**config.mk**
```make
export PLATFORM = sky130hd
export DESIGN_NAME = dram_refresh_sched
export DESIGN_NICKNAME = d
export VERILOG_FILES = /design/src/rtl/rfs_pkg.sv /design/src/rtl/rfs_interval.sv /design/src/rtl/rfs_debt.sv /design/src/rtl/rfs_seq.sv /design/src/rtl/dram_refresh_sched.sv
export SDC_FILE = /design/constraint.sdc
export NUM_CORES = 1
export LEC_CHECK = 0
export ABC_AREA = 1
export ABC_CLOCK_PERIOD_IN_PS = 3350
export CAP_MARGIN = 20
export CORE_MARGIN = 4
export CORE_UTILIZATION = 65
export DETAILED_ROUTE_END_ITERATION = 10
export PLACE_DENSITY_LB_ADDON = 0.1
export SYNTH_ARGS = -nofsm -noshare
export SYNTH_HDL_FRONTEND = slang
export SYNTH_SLANG_ARGS = --single-unit
export TNS_END_PERCENT = 100
```
**constraint.sdc**
```tcl
create_clock -name clk -period 3.35 [get_ports clk]
set_input_delay 0.335 -clock clk [delete_from_list [all_inputs] [get_ports clk]]
set_output_delay 0.335 -clock clk [all_outputs]
set_load 0.1 [all_outputs]
```
**src/rtl/rfs_pkg.sv**
```systemverilog
package rfs_pkg;

  typedef enum logic [2:0] {
    ST_PAUSE = 3'd0,  // power-up hold-off
    ST_IDLE  = 3'd1,  // strobes released, waiting for work
    ST_LEAD  = 3'd2,  // CAS low, RAS high
    ST_HOLD  = 3'd3,  // CAS and RAS low
    ST_LOW   = 3'd4,  // RAS low, CAS back high
    ST_PRE   = 3'd5   // RAS precharge
  } rfs_state_e;

endpackage

```
**src/rtl/rfs_interval.sv**
```systemverilog
module rfs_interval #(
  parameter int INTERVAL_CYC = 3868
) (
  input  logic clk,
  input  logic rst_n,
  input  logic run,
  output logic tick
);
  localparam int W = $clog2(INTERVAL_CYC + 1);
  localparam logic [W-1:0] RELOAD = W'(INTERVAL_CYC - 1);

  logic [W-1:0] cnt_q, cnt_d;
  logic         cnt_en;

  assign tick   = run && (cnt_q == '0);
  assign cnt_en = run || (cnt_q != RELOAD);

  always_comb begin
    cnt_d = cnt_q;
    if (!run || tick) cnt_d = RELOAD;
    else              cnt_d = cnt_q - 1'b1;
  end

  always_ff @(posedge clk or negedge rst_n) begin
    if (!rst_n)      cnt_q <= RELOAD;
    else if (cnt_en) cnt_q <= cnt_d;
  end
endmodule

```
**src/rtl/rfs_debt.sv**
```systemverilog
module rfs_debt #(
  parameter int MAX_DEBT = 4
) (
  input  logic clk,
  input  logic rst_n,
  input  logic inc,
  input  logic dec,
  output logic owed,
  output logic at_limit
);
  localparam int DW = $clog2(MAX_DEBT + 1);
  localparam logic [DW-1:0] LIMIT = DW'(MAX_DEBT);

  logic [DW-1:0] debt_q, debt_d;
  logic          debt_en;

  assign owed     = (debt_q != '0);
  assign at_limit = (debt_q >= LIMIT);
  assign debt_en  = inc ^ dec;

  always_comb begin
    debt_d = debt_q;
    if (inc && !dec && !at_limit) debt_d = debt_q + 1'b1;
    else if (dec && !inc && owed)  debt_d = debt_q - 1'b1;
  end

  always_ff @(posedge clk or negedge rst_n) begin
    if (!rst_n)       debt_q <= '0;
    else if (debt_en) debt_q <= debt_d;
  end
endmodule

```
**src/rtl/rfs_seq.sv**
```systemverilog
module rfs_seq
  import rfs_pkg::*;
#(
  parameter int PAUSE_CYC   = 50000,
  parameter int WARMUP_CNT  = 8,
  parameter int LEAD_CYC    = 2,
  parameter int HOLD_CYC    = 3,
  parameter int RAS_LOW_CYC = 8,
  parameter int RAS_PRE_CYC = 6
) (
  input  logic clk,
  input  logic rst_n,
  input  logic owed,
  input  logic force_go,
  input  logic gnt,
  output logic ready,
  output logic idle,
  output logic busy,
  output logic go_normal,
  output logic ras_n,
  output logic cas_n
);
  localparam int TW = $clog2(PAUSE_CYC + LEAD_CYC + RAS_LOW_CYC + RAS_PRE_CYC + 1);
  localparam int WW = $clog2(WARMUP_CNT + 1);

  rfs_state_e    st_q, st_d;
  logic [TW-1:0] tmr_q, tmr_d;
  logic [WW-1:0] warm_q, warm_d;
  logic          rdy_q, rdy_d;
  logic          done;

  assign done = (tmr_q == '0);

  always_comb begin
    st_d      = st_q;
    tmr_d     = tmr_q;
    warm_d    = warm_q;
    rdy_d     = rdy_q;
    go_normal = 1'b0;
    unique case (st_q)
      ST_PAUSE: begin
        if (done) st_d = ST_IDLE;
        else      tmr_d = tmr_q - 1'b1;
      end
      ST_IDLE: begin
        if (warm_q != '0) begin
          st_d   = ST_LEAD;
          tmr_d  = TW'(LEAD_CYC - 1);
          warm_d = warm_q - 1'b1;
        end else if (rdy_q && owed && (gnt || force_go)) begin
          st_d      = ST_LEAD;
          tmr_d     = TW'(LEAD_CYC - 1);
          go_normal = 1'b1;
        end
      end
      ST_LEAD: begin
        if (done) begin
          st_d  = ST_HOLD;
          tmr_d = TW'(HOLD_CYC - 1);
        end else tmr_d = tmr_q - 1'b1;
      end
      ST_HOLD: begin
        if (done) begin
          st_d  = ST_LOW;
          tmr_d = TW'(RAS_LOW_CYC - HOLD_CYC - 1);
        end else tmr_d = tmr_q - 1'b1;
      end
      ST_LOW: begin
        if (done) begin
          st_d  = ST_PRE;
          tmr_d = TW'(RAS_PRE_CYC - 1);
        end else tmr_d = tmr_q - 1'b1;
      end
      ST_PRE: begin
        if (done) begin
          st_d = ST_IDLE;
          if (warm_q == '0) rdy_d = 1'b1;
        end else tmr_d = tmr_q - 1'b1;
      end
      default: st_d = ST_IDLE;
    endcase
  end

  always_ff @(posedge clk or negedge rst_n) begin
    if (!rst_n) begin
      st_q   <= ST_PAUSE;
      tmr_q  <= TW'(PAUSE_CYC - 1);
      warm_q <= WW'(WARMUP_CNT);
      rdy_q  <= 1'b0;
    end else begin
      st_q   <= st_d;
      tmr_q  <= tmr_d;
      warm_q <= warm_d;
      rdy_q  <= rdy_d;
    end
  end

  assign ready = rdy_q;
  assign idle  = (st_q == ST_IDLE);
  assign busy  = (st_q == ST_LEAD) || (st_q == ST_HOLD) ||
                 (st_q == ST_LOW)  || (st_q == ST_PRE);
  assign ras_n = !((st_q == ST_HOLD) || (st_q == ST_LOW));
  assign cas_n = !((st_q == ST_LEAD) || (st_q == ST_HOLD));
endmodule

```
**src/rtl/dram_refresh_sched.sv**
```systemverilog
module dram_refresh_sched #(
  parameter int PAUSE_CYC     = 50000,
  parameter int RETENTION_CYC = 2000000,
  parameter int ROWS          = 512,
  parameter int WARMUP_CNT    = 8,
  parameter int MAX_DEBT      = 4,
  parameter int LEAD_CYC      = 2,
  parameter int HOLD_CYC      = 3,
  parameter int RAS_LOW_CYC   = 8,
  parameter int RAS_PRE_CYC   = 6
) (
  input  logic clk,
  input  logic rst_n,
  input  logic ref_gnt,
  input  logic acc_gnt_i,
  output logic ref_req,
  output logic ref_urgent,
  output logic ready,
  output logic acc_gnt_o,
  output logic lane_hiz,
  output logic ras_n,
  output logic lcas_n,
  output logic ucas_n
);
  // rounded down, with room for the postponed refreshes, so no row is late
  localparam int INTERVAL_CYC = RETENTION_CYC / (ROWS + MAX_DEBT + 1);
  localparam int LANES = 2;

  logic tick, owed, at_limit, idle, busy, go_normal, cas_n;
  logic [LANES-1:0] cas_lane_n;

  rfs_interval #(.INTERVAL_CYC(INTERVAL_CYC)) u_ivl (
    .clk(clk), .rst_n(rst_n), .run(ready), .tick(tick)
  );

  rfs_debt #(.MAX_DEBT(MAX_DEBT)) u_debt (
    .clk(clk), .rst_n(rst_n), .inc(tick), .dec(go_normal),
    .owed(owed), .at_limit(at_limit)
  );

  rfs_seq #(
    .PAUSE_CYC(PAUSE_CYC), .WARMUP_CNT(WARMUP_CNT), .LEAD_CYC(LEAD_CYC),
    .HOLD_CYC(HOLD_CYC), .RAS_LOW_CYC(RAS_LOW_CYC), .RAS_PRE_CYC(RAS_PRE_CYC)
  ) u_seq (
    .clk(clk), .rst_n(rst_n), .owed(owed), .force_go(at_limit), .gnt(ref_gnt),
    .ready(ready), .idle(idle), .busy(busy), .go_normal(go_normal),
    .ras_n(ras_n), .cas_n(cas_n)
  );

  for (genvar g = 0; g < LANES; g++) begin : g_lane
    assign cas_lane_n[g] = cas_n;
  end

  assign lcas_n     = cas_lane_n[0];
  assign ucas_n     = cas_lane_n[1];
  assign lane_hiz   = busy;
  assign ref_req    = ready && idle && owed;
  assign ref_urgent = ready && at_limit;
  assign acc_gnt_o  = acc_gnt_i && ready && idle && !ref_urgent && !(ref_req && ref_gnt);
endmodule

```
==> key figures <==
Floorplanning
  • Core ar.: ~4000 um^2
  • Die width: between 70 and 80 um
  • Die span in y: a little over 70 um
  • Initial Util: 66.8%
  • Row cnt: 23
  • IO Count: 12
  • Die ar.: approximately 5200 um^2

Final layout
  • Non-Filler Instances: ~430
  • Area of the multi-input gates: 1450 um^2
  • Post-route cell area: roughly 2900 um^2
  • Proportion of layout cells with a drive suffix above 1: between 10% and 20%
  • Antenna cells: 0
  • FF+latch area: roughly 1000 um^2
  • Area Overhead vs Synth: 10.3%
  • Layout Nets: slightly below 400
  • Fill count: ~310

Synth
  • Number of synthesis warnings: 0
  • Yosys top cell area share: about a fifth
  • XOR/XNOR Fraction of Synth Area: around 4.3%
  • Seq cells post-synth: 39
  • Area leader, netlist: dfrtp_1
  • Seq/Total Area, Yosys: 37.4%
  • Synth Area in Simple Gates: between 30% and 40%
  • Synth Flop Type: dfrtp_1
  • Synth top area cells: dfrtp_1 20%, dfstp_2 18%, nand2_1 14%
  • Post-synthesis adder-cell area fraction: between 5 and 6%
  • Main combinational cell family by area after synthesis: simple AND/OR/NAND/NOR gates
  • Synthesized area per cell: 7.30 um^2
  • Number of flops mapped to enable cells by yosys: 0
  • Mapped Area: between 2000 and 3000 um^2
  • Synth cell types: 33
  • Post-synthesis mux area share: 0%
  • Post-Syn Nets: approximately 380
  • Post-synth ARST share: 100%
  • Cells after Synth: approximately 370
  • Compound-gate portion of the synthesized area: under 10%

CTS
  • H-tree lvl count: 2
  • Reg clk slew, reported paths: 0.09 ns
  • Cts hold-fix bufs: 0
  • CTS tree: done
  • Clock Tree Buf Depth: 2
  • Clock Latency Late Sink: roughly 0.3 ns
  • Sinks on Clock Net: 39
  • Post-CTS Resized: 0
  • CTS root buf: clkbuf_8
  • Total CTS buffers: 5
  • # Post-CTS Setup Buffers: 0

Drt
  • WL per Instance: about 13 um
  • TritonRoute pass-1 iters: 4
  • Final ANT Viol Nets: 0
  • Routed via count: ~2300
  • DR top layer: met4
  • DRC viols: 0
  • Wl on met1: around 2600 um
  • Initial drt markers: between 100 and 150
  • Drt total wl: roughly 5500 um
  • Met2 wire len: around 2600 um
  • WL met3: 194 um
  • Vias/cell: roughly 5.2

Pwr
  • Share of power burned in registers: around 50%
  • Switch share: between 10% and 20%
  • PD cells: roughly 320 nW/um^2
  • Clock power frac: 49.2%
  • Combinational share of power: 1.3%
  • Max IR drop VDD: approximately 270 uV
  • Overall power after layout: 0.953 mW
  • Pint: 0.771 mW
  • Lkg Pwr: 1.58 nW
  • Switch Pwr: between 0.15 and 0.2 mW

Placement
  • Port bufs: 11
  • GP Congestion: between 0.9 and 1
  • Placed Cells: approximately 430
  • Post-DP Area: 2810 um^2
  • Post-detail-place hpwl: roughly 4100 um

Global route
  • Total global routing overflow: 0
  • Number of global-route vias before repair: ~2300
  • First-pass GRT wire length: between 9000 and 10000 um
  • GRT Total Usage: a little under a quarter
  • Largest net degree at the start of global routing: 40
  • Initial antenna violation count: 0

Timing
  • Slew Viols, Final: 0
  • Least-Margin Pin Slew: 0.978 ns
  • Layout Skew: roughly 0.012 ns
  • Worst hold slack: between 0.1 and 0.15 ns
  • Endpoints failing hold: 0
  • Worst slew margin: between 30% and 40%
  • Period utilization: 69.7%
  • Peak Freq: between 400 and 500 MHz
  • Final setup TNS: 0 ns
  • Min Tclk post-route: about 2.3 ns
  • Unrepaired setup endpoints after global routing: false
  • # setup viols final: 0

Setup path
  • Endpoint class of the critical path: output port
  • Worst R2R Path Depth: 11
  • CP Data Required Time: 3.01 ns
  • Path type of the worst setup path: reg -> out
  • Crit path DAT: around 2 ns
  • Crit start category: flop
  • CP max FO: 5

Worst hold path
  • Hold crit path type: in -> async

Run status
  • Status: finished clean

Flow run
  • Max Cap Viol: 0
==> final timing paths <==
| kind | slack [ns] | endpoint | start |
|---|---|---|---|
| worst max-delay path | 1.01 | ref_urgent | u_debt.debt_q[2]$_DFFE_PN0P_ |
| worst min-delay path | 0.13 | u_ivl.cnt_q[7]$_DFFE_PN0P_ | rst_n |
| worst max register to register | 1.19 | u_debt.debt_q[2]$_DFFE_PN0P_ | u_ivl.cnt_q[0]$_DFFE_PN1P_ |
| worst min register to register | 0.49 | u_seq.warm_q[0]$_DFFE_PN0P_ | u_seq.warm_q[0]$_DFFE_PN0P_ |
| max in group asynchronous | 2.68 | u_seq.warm_q[0]$_DFFE_PN0P_ | rst_n |
| min in group clk | 0.49 | u_seq.warm_q[0]$_DFFE_PN0P_ | u_seq.warm_q[0]$_DFFE_PN0P_ |
==> critical path, cell delays in order (launching register included) <==
cell and delay (ns):
dfrtp_1 0.44, nand2_1 0.07, inv_1 0.06, clkdlybuf4s50_1 1.13
==> cells in the mapped netlist, types with 5 or more instances <==
master   number
o21ai_1       5
nand3_1      20
o21ai_0       8
inv_1        54
nor3_1        6
nand2_4       6
nand4_1      12
dfstp_2      18
nor2_1       57
nand2_1     102
ha_1         11
dfrtp_1      21
xor2_1       10
==> metal layers <==
metal  vias up  GRT usage [%]
met5         -              0
met4         0           7.72
met3        11           4.16
met2        48           39.1
met1      1038           32.0
li1       1170              -
==> power by group through the flow <==
stage	combinational, mW	clock [mW]	sequential (mW)
floorplan	0.000671	0	0.480
global placement	0.0124	0	0.480
detailed placement	0.0126	0	0.480
CTS	0.0127	0.474	0.472
global route	0.0142	0.491	0.472
finish	0.0121	0.469	0.472
==> cell usage in the layout, fill, tap and decap left out, types with 3 or more instances in the layout <==
cell             instances
a21o_1                   3
nor2_4                   3
nor2_1                  57
nand3_1                 20
xnor2_1                  3
clkbuf_8                 5
dfrtp_1                 21
nand4_1                 12
xor2_1                  10
o21ai_0                  8
nand3_2                  3
buf_4                    6
nor3_1                   5
nand2_2                  4
inv_1                   54
o21ai_1                  5
ha_1                    11
nor2_2                   4
clkdlybuf4s50_1          4
dfstp_2                 18
nand2_1                102
nand2_4                  6
==> per-stage QoR <==
step | setup WS (ns) | utilization, %
final | 1.01 | 73.7
after global routing | 0.965 | 73.7
after CTS | 1.01 | 73.7
after detailed placement | 1.07 | 70.3
after global placement | 1.15 | 70.3
after floorplan | 0.542 | -
==> state kept, by name, indices dropped and copies added, names as in the netlist <==
name and cells:
u_seq.warm_q 4, u_seq.tmr_q 16, u_seq.st_q 3, u_debt.debt_q 3
u_ivl.cnt_q 12, u_seq.ready 1
==> cells by family (layout without fill, tap and decap cells) <==
kind of cell	after synthesis	after routing
buffers and inverters	58	75
DFF	39	39
adders and majority gates	12	12
and+or+nand+nor	223	223
xor gates and xnor gates	13	13
AOI/OAI and AO/OA	21	21
==> cell type report <==
type	instances	area share, %
multi-input cells	269	49.1
flip-flops and latches	39	33.9
inverters	56	7.22
repair buffers	11	3.06
clock buffers	5	2.33
clock inverters	3	2.29
well taps	50	2.12
No activity file was read; power rests on OpenSTA's default activity.
